[src/rtl/pce_pkg.sv]
package pce_pkg;
  typedef enum logic [1:0] {
    MODE_OUT = 2'd0,
    MODE_IN  = 2'd1,
    MODE_ADD = 2'd2,
    MODE_CNT = 2'd3
  } xferMode_e;

  // strobes from control to datapath
  typedef struct packed {
    logic capture;   // sample data lines
    logic wrIn;      // write device byte to memory
    logic wrSum;     // write sum to memory
    logic sendByte;  // present byte to device
    logic advance;   // step counter and address
    logic exhaust;   // counter already empty
  } strobes_t;
endpackage

[src/rtl/pce_ctrl.sv]
module pce_ctrl
  import pce_pkg::*;
#(
  parameter int LEVELS = 8
) (
  input  logic              clk,
  input  logic              rst_n,
  input  logic [LEVELS-1:0] reqLines,
  input  logic              busFlag,
  input  xferMode_e         curMode,
  input  logic              curZero,
  output logic [LEVELS-1:0] grantLines,
  output strobes_t          strb
);
  localparam int LVL_W = $clog2(LEVELS);

  typedef enum logic [2:0] {S_IDLE, S_GRANT, S_EXEC, S_WAIT, S_HOLD} state_e;
  state_e state, stateNext;
  logic [LVL_W-1:0] grantLvl, pickLvl;

  always_comb begin
    pickLvl = '0;
    for (int i = LEVELS - 1; i >= 0; i--) begin
      if (reqLines[i]) pickLvl = LVL_W'(i);
    end
  end

  assign grantLines = (state != S_IDLE) ? (LEVELS'(1) << grantLvl) : '0;

  always_comb begin
    strb      = '0;
    stateNext = state;
    case (state)
      S_IDLE:  if (|reqLines) stateNext = S_GRANT;
      S_GRANT: begin
        strb.capture = 1'b1;
        stateNext    = busFlag ? S_EXEC : S_HOLD;
      end
      S_EXEC: begin
        stateNext = S_HOLD;
        if (curZero) begin
          strb.exhaust = 1'b1;
        end else begin
          case (curMode)
            MODE_IN:  begin strb.wrIn = 1'b1; strb.advance = 1'b1; end
            MODE_CNT: strb.advance = 1'b1;
            default:  stateNext = S_WAIT;
          endcase
        end
      end
      S_WAIT: begin
        strb.sendByte = 1'b1;
        strb.advance  = 1'b1;
        strb.wrSum    = (curMode == MODE_ADD);
        stateNext     = S_HOLD;
      end
      S_HOLD:  if (!reqLines[grantLvl]) stateNext = S_IDLE;
      default: stateNext = S_IDLE;
    endcase
  end

  always_ff @(posedge clk or negedge rst_n) begin
    if (!rst_n) begin
      state    <= S_IDLE;
      grantLvl <= '0;
    end else begin
      state <= stateNext;
      if (state == S_IDLE) grantLvl <= pickLvl;
    end
  end
endmodule

[src/rtl/pce_dpath.sv]
module pce_dpath
  import pce_pkg::*;
#(
  parameter int DEV_W = 3,
  parameter int AW    = 8,
  parameter int CW    = 8
) (
  input  logic             clk,
  input  logic             rst_n,
  input  strobes_t         strb,
  input  logic [7:0]       busDataIn,
  input  logic [7:0]       devDataIn,
  input  logic [7:0]       memRdata,
  input  logic             cfgWe,
  input  logic [DEV_W-1:0] cfgDev,
  input  xferMode_e        cfgMode,
  input  logic [CW-1:0]    cfgCount,
  input  logic [AW-1:0]    cfgAddr,
  input  logic             addOvfClr,
  output xferMode_e        curMode,
  output logic             curZero,
  output logic [AW-1:0]    memAddr,
  output logic             memWe,
  output logic [7:0]       memWdata,
  output logic [7:0]       devDataOut,
  output logic             devStrobe,
  output logic             chanOvf,
  output logic             intValid,
  output logic [6:0]       intAddr,
  output logic             addOvf
);
  localparam int NDEV = 1 << DEV_W;

  xferMode_e     modeTab [NDEV];
  logic [CW-1:0] cntTab  [NDEV];
  logic [AW-1:0] addrTab [NDEV];
  logic [6:0]    capAddr;
  logic [DEV_W-1:0] idx;
  logic [8:0]    sum9;

  assign idx      = capAddr[DEV_W-1:0];
  assign curMode  = modeTab[idx];
  assign curZero  = (cntTab[idx] == '0);
  assign memAddr  = addrTab[idx];
  assign sum9     = {1'b0, memRdata} + {1'b0, devDataIn};
  assign memWe    = strb.wrIn | strb.wrSum;
  assign memWdata = strb.wrSum ? sum9[7:0] : devDataIn;

  always_ff @(posedge clk or negedge rst_n) begin
    if (!rst_n) begin
      for (int d = 0; d < NDEV; d++) begin
        modeTab[d] <= MODE_OUT;
        cntTab[d]  <= '0;
        addrTab[d] <= '0;
      end
    end else begin
      if (cfgWe) begin
        modeTab[cfgDev] <= cfgMode;
        cntTab[cfgDev]  <= cfgCount;
        addrTab[cfgDev] <= cfgAddr;
      end
      if (strb.advance) begin
        cntTab[idx]  <= cntTab[idx] - CW'(1);
        addrTab[idx] <= addrTab[idx] + AW'(1);
      end
    end
  end

  always_ff @(posedge clk or negedge rst_n) begin
    if (!rst_n) begin
      capAddr    <= '0;
      intValid   <= 1'b0;
      intAddr    <= '0;
      devStrobe  <= 1'b0;
      devDataOut <= '0;
      chanOvf    <= 1'b0;
      addOvf     <= 1'b0;
    end else begin
      intValid  <= strb.capture & ~busDataIn[7];
      devStrobe <= strb.sendByte;
      chanOvf   <= strb.exhaust | (strb.advance & (cntTab[idx] == CW'(1)));
      if (strb.capture) begin
        capAddr <= busDataIn[6:0];
        intAddr <= busDataIn[6:0];
      end
      if (strb.sendByte) devDataOut <= strb.wrSum ? sum9[7:0] : memRdata;
      if (strb.wrSum && sum9[8]) addOvf <= 1'b1;
      else if (addOvfClr)        addOvf <= 1'b0;
    end
  end
endmodule

[src/rtl/prio_chan_engine.sv]
module prio_chan_engine
  import pce_pkg::*;
(
  input  logic       clk,
  input  logic       rst_n,
  input  logic [7:0] reqLines,
  output logic [7:0] grantLines,
  input  logic [7:0] busDataIn,
  input  logic [7:0] devDataIn,
  output logic [7:0] devDataOut,
  output logic       devStrobe,
  output logic       chanOvf,
  output logic       intValid,
  output logic [6:0] intAddr,
  output logic       addOvf,
  input  logic       addOvfClr,
  input  logic       cfgWe,
  input  logic [2:0] cfgDev,
  input  logic [1:0] cfgMode,
  input  logic [7:0] cfgCount,
  input  logic [7:0] cfgAddr,
  output logic [7:0] memAddr,
  output logic       memWe,
  output logic [7:0] memWdata,
  input  logic [7:0] memRdata
);
  strobes_t  strb;
  xferMode_e curMode;
  logic      curZero;

  pce_ctrl #(.LEVELS(8)) ctrl_i (
    .clk(clk), .rst_n(rst_n), .reqLines(reqLines), .busFlag(busDataIn[7]),
    .curMode(curMode), .curZero(curZero), .grantLines(grantLines), .strb(strb)
  );

  pce_dpath #(.DEV_W(3), .AW(8), .CW(8)) dpath_i (
    .clk(clk), .rst_n(rst_n), .strb(strb), .busDataIn(busDataIn),
    .devDataIn(devDataIn), .memRdata(memRdata), .cfgWe(cfgWe), .cfgDev(cfgDev),
    .cfgMode(xferMode_e'(cfgMode)), .cfgCount(cfgCount), .cfgAddr(cfgAddr),
    .addOvfClr(addOvfClr), .curMode(curMode), .curZero(curZero),
    .memAddr(memAddr), .memWe(memWe), .memWdata(memWdata),
    .devDataOut(devDataOut), .devStrobe(devStrobe), .chanOvf(chanOvf),
    .intValid(intValid), .intAddr(intAddr), .addOvf(addOvf)
  );
endmodule

[config.mk]
export PLATFORM = sky130hd
export DESIGN_NAME = prio_chan_engine
export DESIGN_NICKNAME = d
export VERILOG_FILES = /design/src/rtl/pce_pkg.sv /design/src/rtl/pce_ctrl.sv /design/src/rtl/pce_dpath.sv /design/src/rtl/prio_chan_engine.sv
export SDC_FILE = /design/constraint.sdc
export NUM_CORES = 1
export LEC_CHECK = 0
export ABC_AREA = 1
export ABC_CLOCK_PERIOD_IN_PS = 3500
export BUFFER_PORTS_ARGS = -buffer_cell sky130_fd_sc_hd__buf_2
export CAP_MARGIN = 30
export CORE_UTILIZATION = 41
export DETAILED_ROUTE_END_ITERATION = 10
export MAX_ROUTING_LAYER = met4
export PLACE_DENSITY_LB_ADDON = 0.08
export SYNTH_ARGS = -nofsm -noshare
export SYNTH_HDL_FRONTEND = slang
export SYNTH_HIERARCHICAL = 1
export SYNTH_SLANG_ARGS = --single-unit
[constraint.sdc]
create_clock -name clk -period 3.5 [get_ports clk]
set_clock_uncertainty 0.05 [all_clocks]
set_input_delay 0.7 -clock clk [delete_from_list [all_inputs] [get_ports clk]]
set_output_delay 0.7 -clock clk [all_outputs]
set_load 0.05 [all_outputs]
==> reports/metrics.yaml <==
status: "complete, no violations"
synth_most_common_cell: "nand2_1"
combPwrFrac: 0.580
cp_slowest_stage_delay_ns: 0.50
antenna_found_initial: 0
ys_warn_count: 6
hold_violations: 0
synth.area.top_cells: "dfrtp_1 41%, nand2_1 17%, o21ai_0 6.6%"
numPortBuffers: 100
rsz0062_at_grt: "true"
start_util: 0.4227
synth_top_area_share: 0.4066
ys.flop_type: "dfrtp_1"
max_freq_mhz: 294.2
cts_tree: "built"
htree_levels: 4
grt_first_pass_wirelength_um: 54540
cp.required_ns: 2.75
wl_per_cell_um: 18.01
yosys-top-cells-count: "465 x nand2_1, 169 x dfrtp_1, 148 x inv_1"
io-pin-count: 101
p_leak_nw: 6.216
critPathKind: "reg -> out"
worstPathArrival_ns: 2.65
nNetsFinal: 1668
fin_crit_sh: 0.9711
tightestPinTransition_ns: 0.7572
setup_tns_ns: 0
netSwitchingFraction: 0.5109
dp_hpwl_um: 23650
cts_hold_buf: 0
rr_worst_depth: 18
grt_max_degree: 75
yosysTopAreaCell: "dfrtp_1"
ff_latch_area_um2: 4232
cpMaxStageDelayCell: "dfrtp_2"
reg2reg_slack_ns: 0.32
r2r_end: "dpath_i/cntTab[57]$_DFF_PN0_"
whs_ns: 0.2445
synth_fa_ha_area_frac: 0.01636
synth_seq_cells: 169
synth_area_um2: 10400
dieArea_um2: 26010
finalSetupViolations: 0
end_kind: "primary output"
postSynthCellCount: 1470
p_per_area_nw_per_um2: 995.2
grt_pass1_vias: 9334
synth_compound_area_frac: 0.1699
synth_top_family_by_area: "simple AND/OR/NAND/NOR gates"
fill_cells: 2507
busiest_layer: "met2"
synth_mux_area_frac: 0
synth_edf_count: 0
pwr-share-clk: 0.154
cts_made_buffers: 17
relSlewSlack: 0.4952
synthToLayoutAreaGrowth_pct: 19.28
drt_iter0_drc: 906
die_h_um: 161.3
avgSynthCellArea_um2: 7.076
use_met2: 0.4379
ir_worst_vdd_v: 0.0006225
chipWidth_um: 161.3
drc_errors: 0
synthDistinctLibCells: 48
clk_latency_ns: 0.44
grt_overflow: 0
cts_sinks: 169
r2r-start: "dpath_i/intAddr[1]$_DFFE_PN0P_"
drv_cap: 0
switchingPower_mw: 6.308
seq_power_share: 0.265
gp_congestion: 0.8785
synthSimpleGateAreaFrac: 0.3069
drtPass1Iterations: 6
use_met3: 0.03261
p_int_mw: 6.039
critPathLaunchType: "flip-flop"
critical_path.startpoint: "dpath_i/intAddr[0]$_DFFE_PN0P_"
hold_class: "in -> async"
routed_wl_um: 34850
gr-usage-all-layers: 0.2830
fin_util: 0.5042
dp_cells: 1886
crit_path_end: "memWe"
num_rows: 57
coreArea_um2: 24600
use_met1: 0.3976
synth_xor_area_frac: 0.003248
drive_gt1_frac: 0.2048
cp_max_fo: 32
fin_cells: 1935
synth_nets: 1540
synth_seq_area_share: 0.4066
routed_via_density: 5.264
slew_violations: 0
path_cells: "buf_12 -> nand2_1 -> nand3_1 -> nand3_1 -> nor2_2 -> inv_2 -> nor2_4 -> nand3_2 -> nor2_2 -> nor4_1 -> or2_2 -> buf_6"
post-route-min-period_ns: 3.399
multi_input_area_um2: 5288
path_clk_slew_ns: 0.07
drtAntennaViolNets: 0
synth-async-reset-ratio: 1.000
cts.path.max_buffers: 2
root_buffer: "clkbuf_16"
diodes: 0
via_count: 10185
[placed cells by master (no fill, tap or decap), types with 5 or more instances in the layout]
cell       instances
nand2_1          456
dfrtp_1          167
inv_1            146
o21ai_0          132
nand3_1          111
buf_2             90
buf_4             71
nor2_1            67
a21oi_1           59
o211ai_1          47
o21ai_1           42
nand2_2           26
nor2_2            21
inv_2             20
clkbuf_16         18
ha_1              12
a211oi_1          11
nand3_2            9
nor2_4             8
nand4_1            8
buf_6              6
clkinv_4           5
buf_12             5
[state kept, by name (all words and copies together) (netlist names)]
signal              cells
dpath_i/intAddr         7
dpath_i/cntTab         64
dpath_i/chanOvf         1
ctrl_i/state            3
dpath_i/modeTab        16
dpath_i/intValid        1
dpath_i/addOvf          1
ctrl_i/grantLvl         3
dpath_i/devDataOut      8
dpath_i/addrTab        64
dpath_i/devStrobe       1
[critical path: cells and delay by family, from the launching register on]
family | cells | cell delay [ns]
buf+inv | 3 | 0.49
flops | 1 | 0.50
simple gates | 9 | 1.21
[logic make-up (layout without fill, tap and decap cells)]
family / Yosys count / after routing
flip-flops: 169 / 169
AND/OR/NAND/NOR: 728 / 728
AO/OA/AOI/OAI: 313 / 313
XOR/XNOR: 3 / 3
adder cells (fa/ha/maj): 13 / 13
buffers and inverters: 244 / 385
[how the worst min path moves through the flow]
stage,to,slack [ns],depth (start not counted)
final,dpath_i/devDataOut[1]$_DFFE_PN0P_,0.24,1
after global routing,dpath_i/devDataOut[1]$_DFFE_PN0P_,0.29,1
after CTS,dpath_i/devDataOut[1]$_DFFE_PN0P_,0.28,1
after detailed placement,dpath_i/intAddr[5]$_DFFE_PN0P_,0.42,2
after global placement,dpath_i/intAddr[3]$_DFFE_PN0P_,0.40,2
after floorplan,ctrl_i/grantLvl[0]$_DFFE_PN0P_,0.35,0
[through the flow]
stage / area, um2 / power [mW] / worst slack [ns]
global route: 12410 / 13.26 / -0.04894
floorplan: 10440 / 8.093 / 0.07434
finish: 12410 / 12.35 / 0.1010
global placement: 11550 / 10.03 / 0.2162
detailed placement: 11550 / 10.05 / 0.1240
CTS: 12190 / 12.05 / 0.003759
[power groups by stage]
stage	logic (mW)	registers, mW	clock network [mW]
2_1_floorplan	4.62	3.47	0
3_3_place_gp	6.76	3.27	0
3_5_place_dp	6.77	3.27	0
4_1_cts	6.85	3.25	1.94
5_1_grt	7.88	3.36	2.02
6_report	7.17	3.27	1.91
[routing by layer]
metal  up-vias  share of wire
met5         -              0
met4         0          0.018
met3        32          0.053
met2       311           0.46
met1      4815           0.47
li1       5027              -
[repair_timing]
item                       in CTS  in global routing
buffers inserted                2                 12
pin swaps                       1                  6
gates resized for setup        13                 32
gates cloned                    0                  3
setup endpoints to repair       9                 20
[layout make-up]
| class | instances | area share |
|---|---|---|
| Inverter | 173 | 0.05385 |
| Clock buffer | 21 | 0.03792 |
| Sequential cell | 169 | 0.3411 |
| Timing Repair inverter | 2 | 0.0009076 |
| Tap cell | 324 | 0.03267 |
| Clock inverter | 11 | 0.008975 |
| Timing Repair Buffer | 178 | 0.09843 |
| Multi-Input combinational cell | 1057 | 0.4262 |
(Power assumes the default switching activity.)
